$ cat src/rtl/wiper_adjust.sv
module wiper_adjust #(
  parameter int W = 10
) (
  input  logic         clk,
  input  logic         rst_n,
  input  logic         cmd_valid,
  input  logic [2:0]   cmd_op,
  input  logic [W-1:0] load_val,
  input  logic [W-1:0] restore_val,
  input  logic         preset,
  output logic [W-1:0] wiper
);
  localparam logic [W-1:0] MAXV = '1;
  localparam logic [W-1:0] MIDV = {1'b1, {(W-1){1'b0}}};
  localparam logic [W-1:0] ONE  = {{(W-1){1'b0}}, 1'b1};

  localparam logic [2:0] OP_LOAD = 3'd1;
  localparam logic [2:0] OP_REST = 3'd2;
  localparam logic [2:0] OP_INC  = 3'd3;
  localparam logic [2:0] OP_DEC  = 3'd4;
  localparam logic [2:0] OP_SHL  = 3'd5;
  localparam logic [2:0] OP_SHR  = 3'd6;

  logic [W-1:0] code_q, code_d;
  logic [W-1:0] inc_v, dec_v, shl_v, shr_v;
  logic         at_top, at_bot;

  assign at_top = (code_q == MAXV);
  assign at_bot = (code_q == '0);

  assign inc_v = at_top ? code_q : code_q + ONE;
  assign dec_v = at_bot ? code_q : code_q - ONE;
  assign shl_v = at_bot ? ONE : (code_q[W-1] ? MAXV : {code_q[W-2:0], 1'b0});
  assign shr_v = {1'b0, code_q[W-1:1]};

  always_comb begin
    code_d = code_q;
    if (preset) begin
      code_d = restore_val;
    end else if (cmd_valid) begin
      case (cmd_op)
        OP_LOAD: code_d = load_val;
        OP_REST: code_d = restore_val;
        OP_INC:  code_d = inc_v;
        OP_DEC:  code_d = dec_v;
        OP_SHL:  code_d = shl_v;
        OP_SHR:  code_d = shr_v;
        default: code_d = code_q;
      endcase
    end
  end

  always_ff @(posedge clk) begin
    if (!rst_n) code_q <= MIDV;
    else        code_q <= code_d;
  end

  assign wiper = code_q;
endmodule

$ cat config.mk
export PLATFORM = sky130hd
export DESIGN_NAME = wiper_adjust
export DESIGN_NICKNAME = d
export VERILOG_FILES = /design/src/rtl/wiper_adjust.sv
export SDC_FILE = /design/constraint.sdc
export NUM_CORES = 1
export LEC_CHECK = 0
export ABC_CLOCK_PERIOD_IN_PS = 2800
export BUFFER_PORTS_ARGS = -buffer_cell sky130_fd_sc_hd__buf_4
export CAP_MARGIN = 20
export CORE_MARGIN = 2
export CORE_UTILIZATION = 35
export DETAILED_ROUTE_END_ITERATION = 12
export SYNTH_ARGS = -nofsm -noshare
export SYNTH_HDL_FRONTEND = slang
export SYNTH_SLANG_ARGS = --single-unit
$ cat constraint.sdc
create_clock -name clk -period 2.8 [get_ports clk]
set_input_delay 0.28 -clock clk [delete_from_list [all_inputs] [get_ports clk]]
set_output_delay 0.28 -clock clk [all_outputs]
set_load 0.005 [all_outputs]
==> results of run 1 <==
-- layer usage --
metal | GRT usage [%] | vias to the layer above | wire length (µm)
met5 | 0 | - | 0
met4 | 6.373 | 0 | 108
met3 | 5.032 | 11 | 368
met2 | 35.46 | 67 | 2360
met1 | 31.01 | 801 | 2304
li1 | - | 856 | -
-- cells by family (layout without fill, tap and decap cells) --
family,Yosys count,after routing,synth area share [%]
fa+ha+maj,9,9,8.157
mux,4,4,2.804
xor+xnor,5,5,2.974
flops,10,10,13.59
buf+inv,19,58,5.692
simple gates,68,68,27.87
compound gates,88,88,38.91
-- worst min-delay path by stage --
stage / cells past startpoint / endpoint / startpoint
2_1_floorplan: 1 / wiper[4]$_SDFFE_PN0P_ / rst_n
3_3_place_gp: 3 / wiper[0]$_SDFFE_PN0P_ / restore_val[0]
3_5_place_dp: 3 / wiper[0]$_SDFFE_PN0P_ / restore_val[0]
4_1_cts: 3 / wiper[0]$_SDFFE_PN0P_ / restore_val[0]
5_1_grt: 3 / wiper[0]$_SDFFE_PN0P_ / restore_val[0]
6_report: 3 / wiper[0]$_SDFFE_PN0P_ / restore_val[0]
-- stage by stage --
stage          area [µm²]  cells  setup WS [ns]
2_1_floorplan        1473    203         0.4297
3_3_place_gp         1831    289         0.2977
3_5_place_dp         1831    289         0.3063
4_1_cts              1872    292         0.5504
5_1_grt              1872    292         0.3333
6_report             1872    292         0.5111
-- synth_stat cells (2+ instances only) --
| library cell | count |
|---|---|
| nor2_1 | 16 |
| a21o_1 | 3 |
| o32ai_1 | 3 |
| a31oi_1 | 2 |
| o21ai_0 | 25 |
| ha_1 | 8 |
| a22oi_1 | 4 |
| buf_2 | 4 |
| nor3_1 | 4 |
| nand4_1 | 3 |
| nor3_4 | 2 |
| o311ai_0 | 2 |
| clkbuf_1 | 4 |
| a21oi_1 | 21 |
| or4_4 | 2 |
| nor3b_1 | 3 |
| o311ai_1 | 2 |
| nand2_1 | 14 |
| o211ai_1 | 4 |
| o22ai_1 | 2 |
| inv_1 | 8 |
| nand3_1 | 5 |
| xor2_1 | 2 |
| mux2i_1 | 3 |
| and3b_1 | 2 |
| dfxtp_1 | 10 |
| or3_1 | 3 |
| o21a_1 | 4 |
| xnor2_1 | 3 |
| nor2b_1 | 4 |
| nand2b_1 | 3 |
-- cell usage in the layout, fill, tap and decap left out, types with 5 or more instances in the layout --
cell type	netlist	layout
nand2_1	14	14
inv_1	8	8
o21ai_0	25	25
nand3_1	5	5
dfxtp_1	10	10
buf_4	0	46
a21oi_1	21	21
nor2_1	16	16
ha_1	8	8
-- cell type report --
| cell class | count | area, µm² | area share [%] |
|---|---|---|---|
| inverters | 9 | 33.78 | 1.805 |
| multi-input cells | 174 | 1189 | 63.50 |
| flip-flops and latches | 10 | 200.2 | 10.70 |
| clock buffers | 3 | 41.29 | 2.206 |
| repair buffers | 46 | 345.3 | 18.45 |
| well taps | 50 | 62.56 | 3.342 |
-- power groups by stage --
stage	registers [mW]	clock network [mW]	logic (mW)
global route	0.176	0.162	0.320
CTS	0.175	0.156	0.288
finish	0.175	0.152	0.291
floorplan	0.174	0	0.176
global placement	0.178	0	0.288
detailed placement	0.178	0	0.287
-- critical path: stages --
cell	delay (ns)
buf_4	0.11
or3b_4	0.43
inv_2	0.11
ha_1	0.26
nand3_1	0.10
o211ai_1	0.30
a21boi_0	0.18
o311ai_1	0.28
a31oi_1	0.10
o32ai_1	0.27
==> impl_metrics.yaml, run 1 <==
run_status:
  status: "finished clean"
cells_and_area:
  post-route-util_pct: 46.46
  fillers: 427
  fin_nets: 280
  antenna_cells: 0
  drive_gt1_share_pct: 26.45
  largest_register_ff_count: 10
  syn_to_final_growth_pct: 27.10
route:
  drt-total-wl_mm: 5.142
  post_drt_wl_per_cell_um: 17.61
  drt_iter0_markers: 235
  vias_per_cell: 5.942
  ant_nets: 0
  dr_total_vias: 1735
  drc: 0
  dr.pass1.iters: 5
cts:
  clockBufferDepth: 2
  cts.sinks: 10
  worst_skew_pair.late_latency_ns: 0.24
  postCtsSetupBuffers: 0
  cts_buffers: 3
  cts_tree: "done"
  clk_pin_slew_ns: 0.05
  cts_hold_buf: 0
  post_cts_resized: 0
  htree_num_levels: 1
  root_buffer: "clkbuf_8"
pwr:
  power_frac_clock_pct: 24.6
  p_comb_share_pct: 47.1
  switchingPower_mw: 0.2344
  p_leak_nw: 0.8049
  power_mw: 0.6183
  seqPwrFrac_pct: 28.3
  swShare_pct: 37.92
  peakVddDrop_mv: 0.1547
  p_int_mw: 0.3838
  powerDensity_nw_per_um2: 330.3
timing:
  holdWs_ns: 0.3235
  finalCritPeriodShare_pct: 81.75
  setup_viol: 0
  min_period_ns: 2.289
  tightest_slew_ns: 0.4831
  rsz0062_at_grt: "no"
  maxSlewViolCount: 0
  fin_skew_ns: 0.004154
  fmax_ghz: 0.4369
  hold_viol: 0
  max-slew-margin-rel_pct: 67.80
  fin_tns_setup_ns: 0
yosys:
  syn_inst: 203
  netlist_area_um2: 1473
  syn_area_per_cell_um2: 7.254
  ys_types: 59
  synth.top_cell.area_share_pct: 13.59
  async_flop_share_pct: 0
  yosys-top-cells-area: "dfxtp_1 (14%), o21ai_0 (8.5%), a21oi_1 (7.1%), ha_1 (6.8%), nor2_1 (4.1%)"
  synthFlopType: "dfxtp_1"
  ys_ff_latch: 10
  synth_warnings: 0
  synth.yosys.seq_area_share_pct: 13.59
  synth_top_cell_by_area: "dfxtp_1"
  syn-num-nets: 239
  synth_edf_count: 0
floorplan:
  dieArea_um2: 4742
  die_h_um: 68.87
  std_cell_rows: 23
  io_pins: 37
  floorplan.initialDensity_pct: 36.55
  die_w_um: 68.87
  core-area_um2: 4029
critical_path:
  reg2reg_depth: 8
  worst_ep_required_time_ns: 2.94
  cp-start-kind: "input pin"
  crit_end: "wiper[7]$_SDFFE_PN0P_"
  rr_endpoint: "wiper[6]$_SDFFE_PN0P_"
  regToRegSetupSlack_ns: 0.66
  crit_start: "cmd_op[1]"
  critical_path_arrival_ns: 2.43
  endpoint_kind: "register"
  worstReg2RegStart: "wiper[1]$_SDFFE_PN0P_"
  worstPathMaxFanout: 8
  path_class: "input pin to register"
global_routing:
  grt_pass1_vias: 1589
  grt_first_pass_wirelength_mm: 7.941
  grt_max_degree: 27
  track_usage_pct: 22.61
  antenna_found_initial: 0
  grt_overflow: 0
place:
  hpwlAfterDp_mm: 3.949
  place_congestion: 0.8659
  io_buffers: 36
min_path:
  min_path_type: "input pin to register"
flow_run:
  drv_cap: 0
(Power assumes the default switching activity.)
==> inputs of run 2 (changes only) <==
ABC_CLOCK_PERIOD_IN_PS = 2040   (was 2800)
clock period = 2.04 ns   (was 2.8 ns; I/O delays follow)
==> impl_metrics.yaml, run 2 (synthesis gave the netlist of run 1 again) <==
floorplan:
  die_h_um: 68.87
  io_pins: 37
  floorplan.initialDensity_pct: 36.55
  std_cell_rows: 23
  core-area_um2: 4029
  die_w_um: 68.87
  dieArea_um2: 4742
route:
  dr_total_vias: 1864
  dr.pass1.iters: 5
  ant_nets: 0
  drc: 0
  wl_met2_mm: 2.614
  top_layer_used: "met4"
  post_drt_wl_per_cell_um: 17.53
  vias_per_cell: 5.825
  drt_iter0_markers: 171
  drt-total-wl_mm: 5.611
  dr_wl_met3_um: 413
  drt-met1-wl_mm: 2.439
pwr:
  seqPwrFrac_pct: 24.6
  p_comb_share_pct: 52.1
  swShare_pct: 38.27
  p_leak_nw: 0.9567
  p_int_mw: 0.5950
  peakVddDrop_mv: 0.2379
  switchingPower_mw: 0.3689
  power_frac_clock_pct: 23.3
  powerDensity_nw_per_um2: 432.1
  power_mw: 0.9639
timing:
  hold_viol: 0
  min_period_ns: 2.047
  fmax_ghz: 0.4885
  tightest_slew_ns: 0.4857
  finalWorstSetupSlack_ns: -0.006885
  setup_viol: 1
  maxSlewViolCount: 0
  fin_skew_ns: 0.0004612
  max-slew-margin-rel_pct: 67.52
  finalCritPeriodShare_pct: 100.3
  rsz0062_at_grt: "yes"
cts:
  clockBufferDepth: 2
  cts_tree: "done"
  root_buffer: "clkbuf_8"
  clk_pin_slew_ns: 0.05
  cts_hold_buf: 0
  cts.sinks: 10
  worst_skew_pair.late_latency_ns: 0.24
  htree_num_levels: 1
  cts_buffers: 3
flow_run:
  drv_cap: 0
cells_and_area:
  fin_area_um2: 2231
  antenna_cells: 0
  largest_register_ff_count: 10
  final_common_cell: "buf_4"
  drive_gt1_share_pct: 40.74
  fin_nets: 308
  final_cells: 320
  syn_to_final_growth_pct: 51.49
  final_cell_mix: "buf_4 (72), o21ai_0 (23), a21oi_1 (17), nor2_1 (16), nand2_1 (14)"
global_routing:
  antenna_found_initial: 0
  grt_overflow: 0
  grt_max_degree: 27
  grt_pass1_vias: 1684
  track_usage_pct: 23.96
  grt_first_pass_wirelength_mm: 8.252
run_status:
  violations: "setup timing"
  status: "finished, violations left"
place:
  place_inst: 316
  io_buffers: 36
  place_congestion: 0.9271
  place_area_um2: 2093
  hpwlAfterDp_mm: 4.365
critical_path:
  endpoint_kind: "register"
  cp-start-kind: "input pin"
  critical_path_arrival_ns: 2.16
  worst_ep_required_time_ns: 2.16
  path_class: "input pin to register"
  worstPathMaxFanout: 7
min_path:
  min_path_type: "input pin to register"
## run 2: cell types whose count changed in the layout (fill, tap and decap cells not counted), moves of 2 or more
cell	change
o21ai_0	-2
buf_6	+2
o21ai_1	+2
a21oi_1	-4
ha_1	-6
ha_4	+6
a21oi_2	+4
buf_4	+26
## run 2: worst max-delay path, cell delays in order
cell	delay (ns)
buf_6	0.09
or3b_4	0.44
inv_8	0.11
ha_4	0.21
nor2b_4	0.13
o2111ai_2	0.15
o211ai_1	0.18
xor2_1	0.19
a221oi_2	0.30
o32ai_2	0.15
## run 2: layout make-up
class,count,area [µm²]
inverters,9,41.29
fillers,408,1798
flip-flops and latches,10,201.4
repair buffers,74,563.0
clock buffers,3,41.29
well taps,50,62.56
multi-input cells,174,1321
## run 2: path summary, 6_finish.rpt
kind,start,endpoint,slack [ns],depth (start not counted)
worst max-delay path,cmd_op[1],wiper[6]$_SDFFE_PN0P_,-0.007,10
worst min-delay path,restore_val[0],wiper[0]$_SDFFE_PN0P_,0.23,3
worst max register to register,wiper[0]$_SDFFE_PN0P_,wiper[6]$_SDFFE_PN0P_,0.02,8
worst min register to register,wiper[1]$_SDFFE_PN0P_,wiper[1]$_SDFFE_PN0P_,0.67,3
## run 2: stage by stage
stage | hold WS [ns] | setup slack (ns) | TNS [ns] | util [%]
final | 0.2348 | -0.006885 | -0.006885 | 55.37
after global routing | 0.2576 | -0.1226 | -0.4319 | 55.37
after CTS | 0.2406 | 0.002995 | 0 | 53.76
after detailed placement | 0.4989 | -0.3787 | -1.823 | 51.96
after global placement | 0.4898 | -0.3741 | -1.663 | 51.96
after floorplan | 0.3215 | -0.1184 | -0.5758 | -
## run 2: timing repair
| action | CTS | global route |
|---|---|---|
| gates resized for setup | 7 | 9 |
| buffers inserted | 0 | 1 |
| pin swaps | 1 | 9 |
| endpoints found under the hold margin | 0 | 0 |
| endpoints found under the setup margin | 1 | 6 |
## run 2: routing by layer
| metal | global-route usage, % | vias to the layer above |
|---|---|---|
| met5 | 0 | - |
| met4 | 8.824 | 0 |
| met3 | 4.058 | 15 |
| met2 | 38.94 | 93 |
| met1 | 31.70 | 835 |
| li1 | - | 921 |
## run 2: power by group through the flow
stage          registers [mW]  logic (mW)  clock network, mW
4_1_cts                 0.237       0.480              0.222
5_1_grt                 0.239       0.545              0.229
6_report                0.237       0.502              0.225
2_1_floorplan           0.241       0.257                  0
3_5_place_dp            0.241       0.469                  0
3_3_place_gp            0.242       0.465                  0
